`src/rtl/adcrd_pkg.sv`:
```
package adcrd_pkg;

    typedef enum logic [2:0] {
        ST_IDLE,
        ST_CNV,
        ST_WAIT,
        ST_SCKH,
        ST_SCKL,
        ST_DONE
    } rd_state_e;

    // Registered pins toward the converter.
    typedef struct packed {
        logic cnv;
        logic sclk;
    } line_t;

    localparam line_t LINES_IDLE = '{cnv: 1'b0, sclk: 1'b0};

    // Width of a counter that must reach n-1.
    function automatic int cnt_w(input int n);
        return (n < 2) ? 1 : $clog2(n);
    endfunction

    function automatic int max3(input int a, input int b, input int c);
        int m;
        m = (a > b) ? a : b;
        return (m > c) ? m : c;
    endfunction

endpackage

```
`src/rtl/adcrd_sync.sv`:
```
module adcrd_sync #(
    parameter int   STAGES  = 2,
    parameter logic RST_VAL = 1'b1
) (
    input  logic clk,
    input  logic rst,
    input  logic d_i,
    output logic q_o
);
    logic [STAGES-1:0] chain_q;

    generate
        if (STAGES == 1) begin : g_one
            always_ff @(posedge clk) begin
                if (rst) chain_q <= RST_VAL;
                else     chain_q <= d_i;
            end
        end else begin : g_many
            always_ff @(posedge clk) begin
                if (rst) chain_q <= {STAGES{RST_VAL}};
                else     chain_q <= {chain_q[STAGES-2:0], d_i};
            end
        end
    endgenerate

    assign q_o = chain_q[STAGES-1];
endmodule

```
`src/rtl/adcrd_shifter.sv`:
```
module adcrd_shifter #(
    parameter int W = 16,
    localparam int CW = $clog2(W + 1)
) (
    input  logic          clk,
    input  logic          rst,
    input  logic          clr_i,
    input  logic          en_i,
    input  logic          bit_i,
    output logic [W-1:0]  word_o,
    output logic [CW-1:0] count_o
);
    always_ff @(posedge clk) begin
        if (rst || clr_i) begin
            word_o  <= '0;
            count_o <= '0;
        end else if (en_i) begin
            word_o  <= {word_o[W-2:0], bit_i};
            count_o <= count_o + CW'(1);
        end
    end


    bit_budget_chk: assert property (@(posedge clk) disable iff (rst)
        count_o <= CW'(W));
endmodule

```
`src/rtl/adc_busy_reader.sv`:
```
module adc_busy_reader
    import adcrd_pkg::*;
#(
    parameter int DATA_W       = 16,
    parameter int CLK_DIV      = 4,
    parameter int CNV_HIGH_CYC = 6,
    parameter int TIMEOUT_CYC  = 400,
    parameter int SYNC_STAGES  = 2
) (
    input  logic              clk,
    input  logic              rst,
    input  logic              start_i,
    input  logic              tail_en_i,
    input  logic              sdo_i,
    output logic              cnv_o,
    output logic              sclk_o,
    output logic [DATA_W-1:0] sample_o,
    output logic              valid_o,
    output logic              busy_o,
    output logic              err_o
);
    localparam int TW  = cnt_w(max3(CLK_DIV, CNV_HIGH_CYC, TIMEOUT_CYC));
    localparam int BCW = $clog2(DATA_W + 1);

    rd_state_e       state_q;
    logic [TW-1:0]   tick_q;
    line_t           lines_q;
    logic            tail_q;
    logic            in_tail_q;
    logic            line_s;
    logic            sh_en;
    logic            sh_clr;
    logic [DATA_W-1:0] word;
    logic [BCW-1:0]  nbits;
    logic            phase_end;

    adcrd_sync #(.STAGES(SYNC_STAGES), .RST_VAL(1'b1)) u_sync (
        .clk (clk),
        .rst (rst),
        .d_i (sdo_i),
        .q_o (line_s)
    );

    assign phase_end = (tick_q == TW'(CLK_DIV - 1));
    assign sh_clr    = (state_q == ST_IDLE) && start_i;
    assign sh_en     = (state_q == ST_SCKL) && phase_end && !in_tail_q;

    adcrd_shifter #(.W(DATA_W)) u_shift (
        .clk     (clk),
        .rst     (rst),
        .clr_i   (sh_clr),
        .en_i    (sh_en),
        .bit_i   (line_s),
        .word_o  (word),
        .count_o (nbits)
    );

    always_ff @(posedge clk) begin
        if (rst) begin
            state_q   <= ST_IDLE;
            tick_q    <= '0;
            lines_q   <= LINES_IDLE;
            tail_q    <= 1'b0;
            in_tail_q <= 1'b0;
            busy_o    <= 1'b0;
            valid_o   <= 1'b0;
            err_o     <= 1'b0;
            sample_o  <= '0;
        end else begin
            valid_o <= 1'b0;
            err_o   <= 1'b0;
            unique case (state_q)
                ST_IDLE: begin
                    if (start_i) begin
                        state_q     <= ST_CNV;
                        tick_q      <= '0;
                        lines_q.cnv <= 1'b1;
                        tail_q      <= tail_en_i;
                        in_tail_q   <= 1'b0;
                        busy_o      <= 1'b1;
                    end
                end
                ST_CNV: begin
                    if (tick_q == TW'(CNV_HIGH_CYC - 1)) begin
                        lines_q.cnv <= 1'b0;
                        tick_q      <= '0;
                        state_q     <= ST_WAIT;
                    end else begin
                        tick_q <= tick_q + TW'(1);
                    end
                end
                ST_WAIT: begin
                    if (!line_s) begin
                        lines_q.sclk <= 1'b1;
                        tick_q       <= '0;
                        state_q      <= ST_SCKH;
                    end else if (tick_q == TW'(TIMEOUT_CYC - 1)) begin
                        err_o   <= 1'b1;
                        busy_o  <= 1'b0;
                        state_q <= ST_IDLE;
                    end else begin
                        tick_q <= tick_q + TW'(1);
                    end
                end
                ST_SCKH: begin
                    if (phase_end) begin
                        lines_q.sclk <= 1'b0;
                        tick_q       <= '0;
                        state_q      <= ST_SCKL;
                    end else begin
                        tick_q <= tick_q + TW'(1);
                    end
                end
                ST_SCKL: begin
                    if (phase_end) begin
                        tick_q <= '0;
                        if (in_tail_q) begin
                            state_q <= ST_DONE;
                        end else if (nbits == BCW'(DATA_W - 1)) begin
                            if (tail_q) begin
                                in_tail_q    <= 1'b1;
                                lines_q.sclk <= 1'b1;
                                state_q      <= ST_SCKH;
                            end else begin
                                state_q <= ST_DONE;
                            end
                        end else begin
                            lines_q.sclk <= 1'b1;
                            state_q      <= ST_SCKH;
                        end
                    end else begin
                        tick_q <= tick_q + TW'(1);
                    end
                end
                ST_DONE: begin
                    sample_o <= word;
                    valid_o  <= 1'b1;
                    busy_o   <= 1'b0;
                    state_q  <= ST_IDLE;
                end
                default: state_q <= ST_IDLE;
            endcase
        end
    end

    assign cnv_o  = lines_q.cnv;
    assign sclk_o = lines_q.sclk;

    // Run length of the convert pulse, for the window check.
    logic [TW:0] cnv_run_q;
    always_ff @(posedge clk) begin
        if (rst)        cnv_run_q <= '0;
        else if (cnv_o) cnv_run_q <= cnv_run_q + (TW+1)'(1);
        else            cnv_run_q <= '0;
    end


    cnv_window_chk: assert property (@(posedge clk) disable iff (rst)
        cnv_run_q <= (TW+1)'(CNV_HIGH_CYC));

    cnv_sclk_excl_chk: assert property (@(posedge clk) disable iff (rst)
        cnv_o |-> !sclk_o);

    valid_pulse_chk: assert property (@(posedge clk) disable iff (rst)
        valid_o |=> !valid_o);

    valid_ends_busy_chk: assert property (@(posedge clk) disable iff (rst)
        valid_o |-> (!busy_o && $past(busy_o)));

    err_valid_excl_chk: assert property (@(posedge clk) disable iff (rst)
        !(err_o && valid_o));

    start_ignored_chk: assert property (@(posedge clk) disable iff (rst)
        (state_q != ST_IDLE && start_i) |=> !$rose(cnv_o));
endmodule

```
`config.mk`:
```
export PLATFORM = sky130hd
export DESIGN_NAME = adc_busy_reader
export DESIGN_NICKNAME = d
export VERILOG_FILES = /design/src/rtl/adcrd_pkg.sv /design/src/rtl/adcrd_sync.sv /design/src/rtl/adcrd_shifter.sv /design/src/rtl/adc_busy_reader.sv
export SDC_FILE = /design/constraint.sdc
export NUM_CORES = 1
export LEC_CHECK = 0
export BUFFER_PORTS_ARGS = -buffer_cell sky130_fd_sc_hd__buf_4
export CAP_MARGIN = 20
export CORE_MARGIN = 1
export CORE_UTILIZATION = 52
export CTS_CLUSTER_SIZE = 12
export DETAILED_ROUTE_END_ITERATION = 7
export GPL_TIMING_DRIVEN = 0
export PLACE_DENSITY_LB_ADDON = 0.2
export SYNTH_ARGS = -nofsm -noshare
export SYNTH_HDL_FRONTEND = slang
export SYNTH_SLANG_ARGS = --single-unit
```
`constraint.sdc`:
```
create_clock -name clk -period 1.7 [get_ports clk]
set_clock_uncertainty 0.1 [all_clocks]
set_input_delay 0.085 -clock clk [delete_from_list [all_inputs] [get_ports clk]]
set_output_delay 0.085 -clock clk [all_outputs]
set_load 0.01 [all_outputs]
```
# After elaboration in Yosys (flattened, before gate mapping)
# Index checks and enable logic that the tools add are counted.
# op_classes
add_sub_neg	2
n_eq_ne	20
muxes	37
bitwise	2
n_reduce_logical	20
# ops
operator	count
2-to-1 mux 9 bit	5
one-hot mux 9 bit (4 select lines)	1
2-to-1 mux 3 bit	9
2-to-1 mux 1 bit	17
one-hot mux 3 bit (5 select lines)	1
!= test 2 bit, second input constant	7
adder 9 x 1 -> 9 bit, second input constant	1
== test 9 x 2 -> 1 bit, second input constant	1
== test 9 x 3 -> 1 bit, second input constant	1
== test 9 bit, second input constant	1
!= test 3 bit, second input constant	3
AND reduction 3 bit	3
== test 3 x 2 -> 1 bit, second input constant	2
== test 3 bit, second input constant	2
one-hot mux 1 bit (3 select lines)	2
AND reduction 6 bit	1
nonzero test 3 bit	2
adder 5 x 1 -> 5 bit, second input constant	1
== test 5 x 4 -> 1 bit, second input constant	1
AND reduction 5 bit	1
one-hot mux 1 bit (2 select lines)	2
AND reduction 4 bit	1
nonzero test 2 bit	2
nonzero test 4 bit	1
other kinds (10)	13
# totals
ff_bits	58
elab_cells	94

# Depth between registers and ports, before layout
# logic_depth
word_depth	5
mapped_depth	7

# Hierarchy
# A second synthesis with hierarchy kept.
# unflattened
cells_unflattened	287
area_unflattened_um2	2630.0
# modules_own_cells
mod	instances	cells_each	area_per_inst_um2	seq_area_each_um2
adc_busy_reader	1	208	1729.2	700.7
adcrd_shifter	1	75	848.3	420.4
adcrd_sync	1	4	52.6	40.0

# Worst setup path after synthesis
# No wires, ideal clock.
# synth_path
kind	reg-to-reg
startpoint	reg tick_q[0]
endpoint	reg u_shift.word_o[0]
setup_time_ns	0.114
t_arrival_ns	1.617
required_time_ns	1.486
setup_slack_ns	-0.132
stages_incl_launch_ff	8
synth_period_minus_slack_ns	1.832
cell_sequence	dfxtp_1 > ha_1 > nor4b_2 > nor4bb_1 > buf_4 > buf_12 > mux2i_1 > nor2_1
# synth_via
elab_chain_cells	3
# synth_rtl
item	line	text
start, declared	adc_busy_reader.sv:26	logic [TW-1:0] tick_q;
start signal, assigned	adc_busy_reader.sv:89	tick_q <= tick_q + TW'(1);
start signal, assigned	adc_busy_reader.sv:102	tick_q <= tick_q + TW'(1);
start signal, assigned	adc_busy_reader.sv:111	tick_q <= tick_q + TW'(1);
== test 9 x 2 -> 1 bit	adc_busy_reader.sv:44	assign phase_end = (tick_q == TW'(CLK_DIV - 1));
logical AND 1 bit (2 in series)	adc_busy_reader.sv:46	assign sh_en = (state_q == ST_SCKL) && phase_end && !in_tail_q;
end signal, assigned	adcrd_shifter.sv:18	word_o <= {word_o[W-2:0], bit_i};
end, declared	adcrd_shifter.sv:10	output logic [W-1:0] word_o,
# No other way between the ends.
# A chain may end at the register's enable or synchronous reset.

# Final worst setup path
# Ends and elaborated chain as after synthesis.

==> impl_metrics.env <==
export IMPL_outcome="finished with violations"
export IMPL_violations="DRC, setup timing"
export IMPL_syn_area_sq_mm=0.00250
export IMPL_critPathTopFamily="simple AND/OR/NAND/NOR gates"
export IMPL_final_cell_mix="dfxtp_1 (49), buf_4 (47), nor2_1 (44), nand2_1 (37), a21oi_1 (21)"
export IMPL_fin_ws_ns=-0.189
export IMPL_final_area_sq_mm=0.00337
export IMPL_cts_sinks=58
export IMPL_synth_mux_area_frac=0.0680
export IMPL_port_buffers=25
export IMPL_slowest_delay_ns=0.36
export IMPL_final_layout_size_suffix_gt1_frac=0.323
export IMPL_drtIter0Drc=108
export IMPL_ys_seq_area_frac=0.464
export IMPL_leakagePower_nw=1.22
export IMPL_worstReg2RegEnd="u_shift.word_o[0]"
export IMPL_hpwlAfterDp_mm=3.53
export IMPL_vias_per_cell=5.38
export IMPL_cp_startpoint="tick_q[0]"
export IMPL_relSlewSlack=0.678
export IMPL_num_rows=24
export IMPL_reg2reg_depth=7
export IMPL_grt_max_degree=12
export IMPL_synthXorXnorAreaFrac=0.0385
export IMPL_rsz0062_at_grt="true"
export IMPL_track_usage=0.242
export IMPL_tightest_slew_ns=0.483
export IMPL_crit_cells=7
export IMPL_yosys_warnings=0
export IMPL_path_class="flop to flop"
export IMPL_grt_overflow=0
export IMPL_synth_cell_type_count=44
export IMPL_die_x_microns=71.4
export IMPL_placedInstanceArea_sq_mm=0.00279
export IMPL_peakVddDrop_uv=736
export IMPL_finalNonFillerCells=393
export IMPL_nets=345
export IMPL_syn2layout_area_growth_pct=34.6
export IMPL_finalHoldViolations=0
export IMPL_endpoint="u_shift.word_o[0]"
export IMPL_crit_path_start_kind="flop"
export IMPL_synth_seq_cells=58
export IMPL_setup_viol=34
export IMPL_crit_required_ns=1.84
export IMPL_arrival_ns=2.03
export IMPL_maxCapViolCount=0
export IMPL_synthSimpleGateAreaFrac=0.247
export IMPL_synth_compound_area_frac=0.110
export IMPL_htree_num_levels=3
export IMPL_hp_class="primary input to flop"
export IMPL_detail_route_first_pass_iterations=6
export IMPL_layout_min_cycle_time_ns=1.89
export IMPL_crit_path_cell_trace="ha_4, nor4b_4, nor4bb_1, buf_4, clkbuf_16, mux2i_1, nor2_1"
export IMPL_fmax_mhz=529
export IMPL_syn_avg_cell_area_sq_um=9.03
export IMPL_regToRegStartpoint="tick_q[0]"
export IMPL_netlist_instances=277
export IMPL_wl_per_cell_microns=15.0
export IMPL_synth_top_family_by_area="simple AND/OR/NAND/NOR gates"
export IMPL_routabilityCongestion=0.922
export IMPL_root_buffer="clkbuf_8"
export IMPL_antenna_found_initial=0
export IMPL_ant_nets=0
export IMPL_dpl_cell_count=354
export IMPL_wl_mm=5.88
export IMPL_drc=3
export IMPL_clkLatencyLatePin_ns=0.34
export IMPL_r2r_slack_ns=-0.19
export IMPL_clock_path_buffers=2
export IMPL_synth_ff_type="dfxtp_1"
export IMPL_cts_tree="yes"
export IMPL_final_common_cell="dfxtp_1"
export IMPL_synth_edf_count=0
export IMPL_grt_pass1_vias=2052
export IMPL_crit_slowest_cell="dfxtp_4"
export IMPL_grt_pass1_wl_mm=9.44
export IMPL_whs_path_depth=4
export IMPL_coreArea_sq_mm=0.00447
export IMPL_fin_crit_sh=1.11
export IMPL_path_clk_slew_ns=0.07
export IMPL_critPathBufInv=2
export IMPL_via_count=2114
export IMPL_dieArea_sq_mm=0.00509
export IMPL_cts_buffers=9
export IMPL_start_util=0.559
export IMPL_power_density_mw_per_mm2=1060
export IMPL_ios=26
export IMPL_n_antenna_cell=0
export IMPL_maxSlewViolCount=0
export IMPL_die_h_microns=71.4
export IMPL_synth_nets=286
export IMPL_async_flop_share=0
export IMPL_pre_cts_ws_ns=-0.375
export IMPL_worst_path_max_fanout=6
export IMPL_end_kind="flop"
export IMPL_post_synth_fa_ha_maj_area_fraction=0.0200
[tightest hold or removal path, stage by stage]
cell,delay (ns)
buf_4,0.12
nor4b_4,0.14
nor2_1,0.08
nor3_1,0.05
[repair_timing]
action / in CTS / in global routing
pin swaps: 9 / 9
endpoints found under the setup margin: 49 / 45
hold endpoints to repair: 4 / 0
hold buffers: 3 / 0
setup buffers: 15 / 5
resized for setup: 29 / 8
cloned: 0 / 2
[area by class of cell]
type | instances | area [sq um]
fill | 316 | 1110
inverter | 7 | 26.3
sequential | 58 | 1180
multi-input combinational | 197 | 1350
tap | 52 | 65.1
buffer | 14 | 118
clock inverter | 6 | 66.3
clock buffer | 10 | 138
timing repair buffer | 49 | 418
[per-layer routing]
metal / part of all wire / wire length, microns / vias to the layer above / global-route usage
met5: 0 / 0 / - / 0
met4: 0.029 / 170 / 0 / 0.138
met3: 0.032 / 188 / 15 / 0.0464
met2: 0.47 / 2760 / 47 / 0.376
met1: 0.47 / 2760 / 984 / 0.318
li1: - / - / 1068 / -
[cell families (layout without fill, tap and decap cells)]
family / count (synthesis) / after routing
buf+inv: 22 / 86
fa+ha+maj: 4 / 4
mux: 17 / 17
compound gates: 41 / 41
simple gates: 124 / 124
xor+xnor: 11 / 11
flops: 58 / 58
[metrics by stage]
| stage | util | power, mW | TNS (ns) | hold slack (ns) |
|---|---|---|---|---|
| after floorplan | - | 1.93 | 0 | 0.0888 |
| after global placement | 0.623 | 2.07 | -12.53 | 0.169 |
| after detailed placement | 0.623 | 2.07 | -12.14 | 0.172 |
| after CTS | 0.725 | 3.52 | -2.62 | 0.0686 |
| final | 0.753 | 3.57 | -4.08 | 0.0894 |
| after global routing | 0.753 | 3.73 | -7.76 | 0.108 |
[cells in the mapped netlist (5+ instances only)]
master	count	area, sq um
nand2_1	38	143
inv_1	7	26.3
mux2i_1	17	170
nand3_1	7	35.0
nand4_1	5	31.3
nor3_1	6	30.0
buf_2	6	30.0
nor2_1	44	165
a21oi_1	21	105
xnor2_1	9	78.8
dfxtp_1	58	1160
[registers in the layout (all words and copies together) (netlist names)]
| name | cells |
|---|---|
| busy_o | 1 |
| cnv_o | 1 |
| err_o | 1 |
| in_tail_q | 1 |
| sample_o | 16 |
| sclk_o | 1 |
| state_q | 3 |
| tail_q | 1 |
| tick_q | 9 |
| u_shift.count_o | 5 |
| u_shift.word_o | 16 |
| u_sync.chain_q | 2 |
| valid_o | 1 |
[how the worst min path moves through the flow]
stage / slack (ns) / startpoint / to
2_1_floorplan: 0.09 / sdo_i / u_sync.chain_q[0]
3_3_place_gp: 0.17 / sdo_i / u_sync.chain_q[0]
3_5_place_dp: 0.17 / sdo_i / u_sync.chain_q[0]
4_1_cts: 0.07 / start_i / cnv_o
5_1_grt: 0.11 / start_i / cnv_o
6_report: 0.09 / start_i / cnv_o
[power breakdown]
part | leakage (nW) | switching [mW] | internal (mW)
clock | 0.0945 | 0.590 | 0.715
sequential | 0.474 | 0.0445 | 1.43
combinational | 0.656 | 0.467 | 0.322
(Power assumes the default switching activity.)
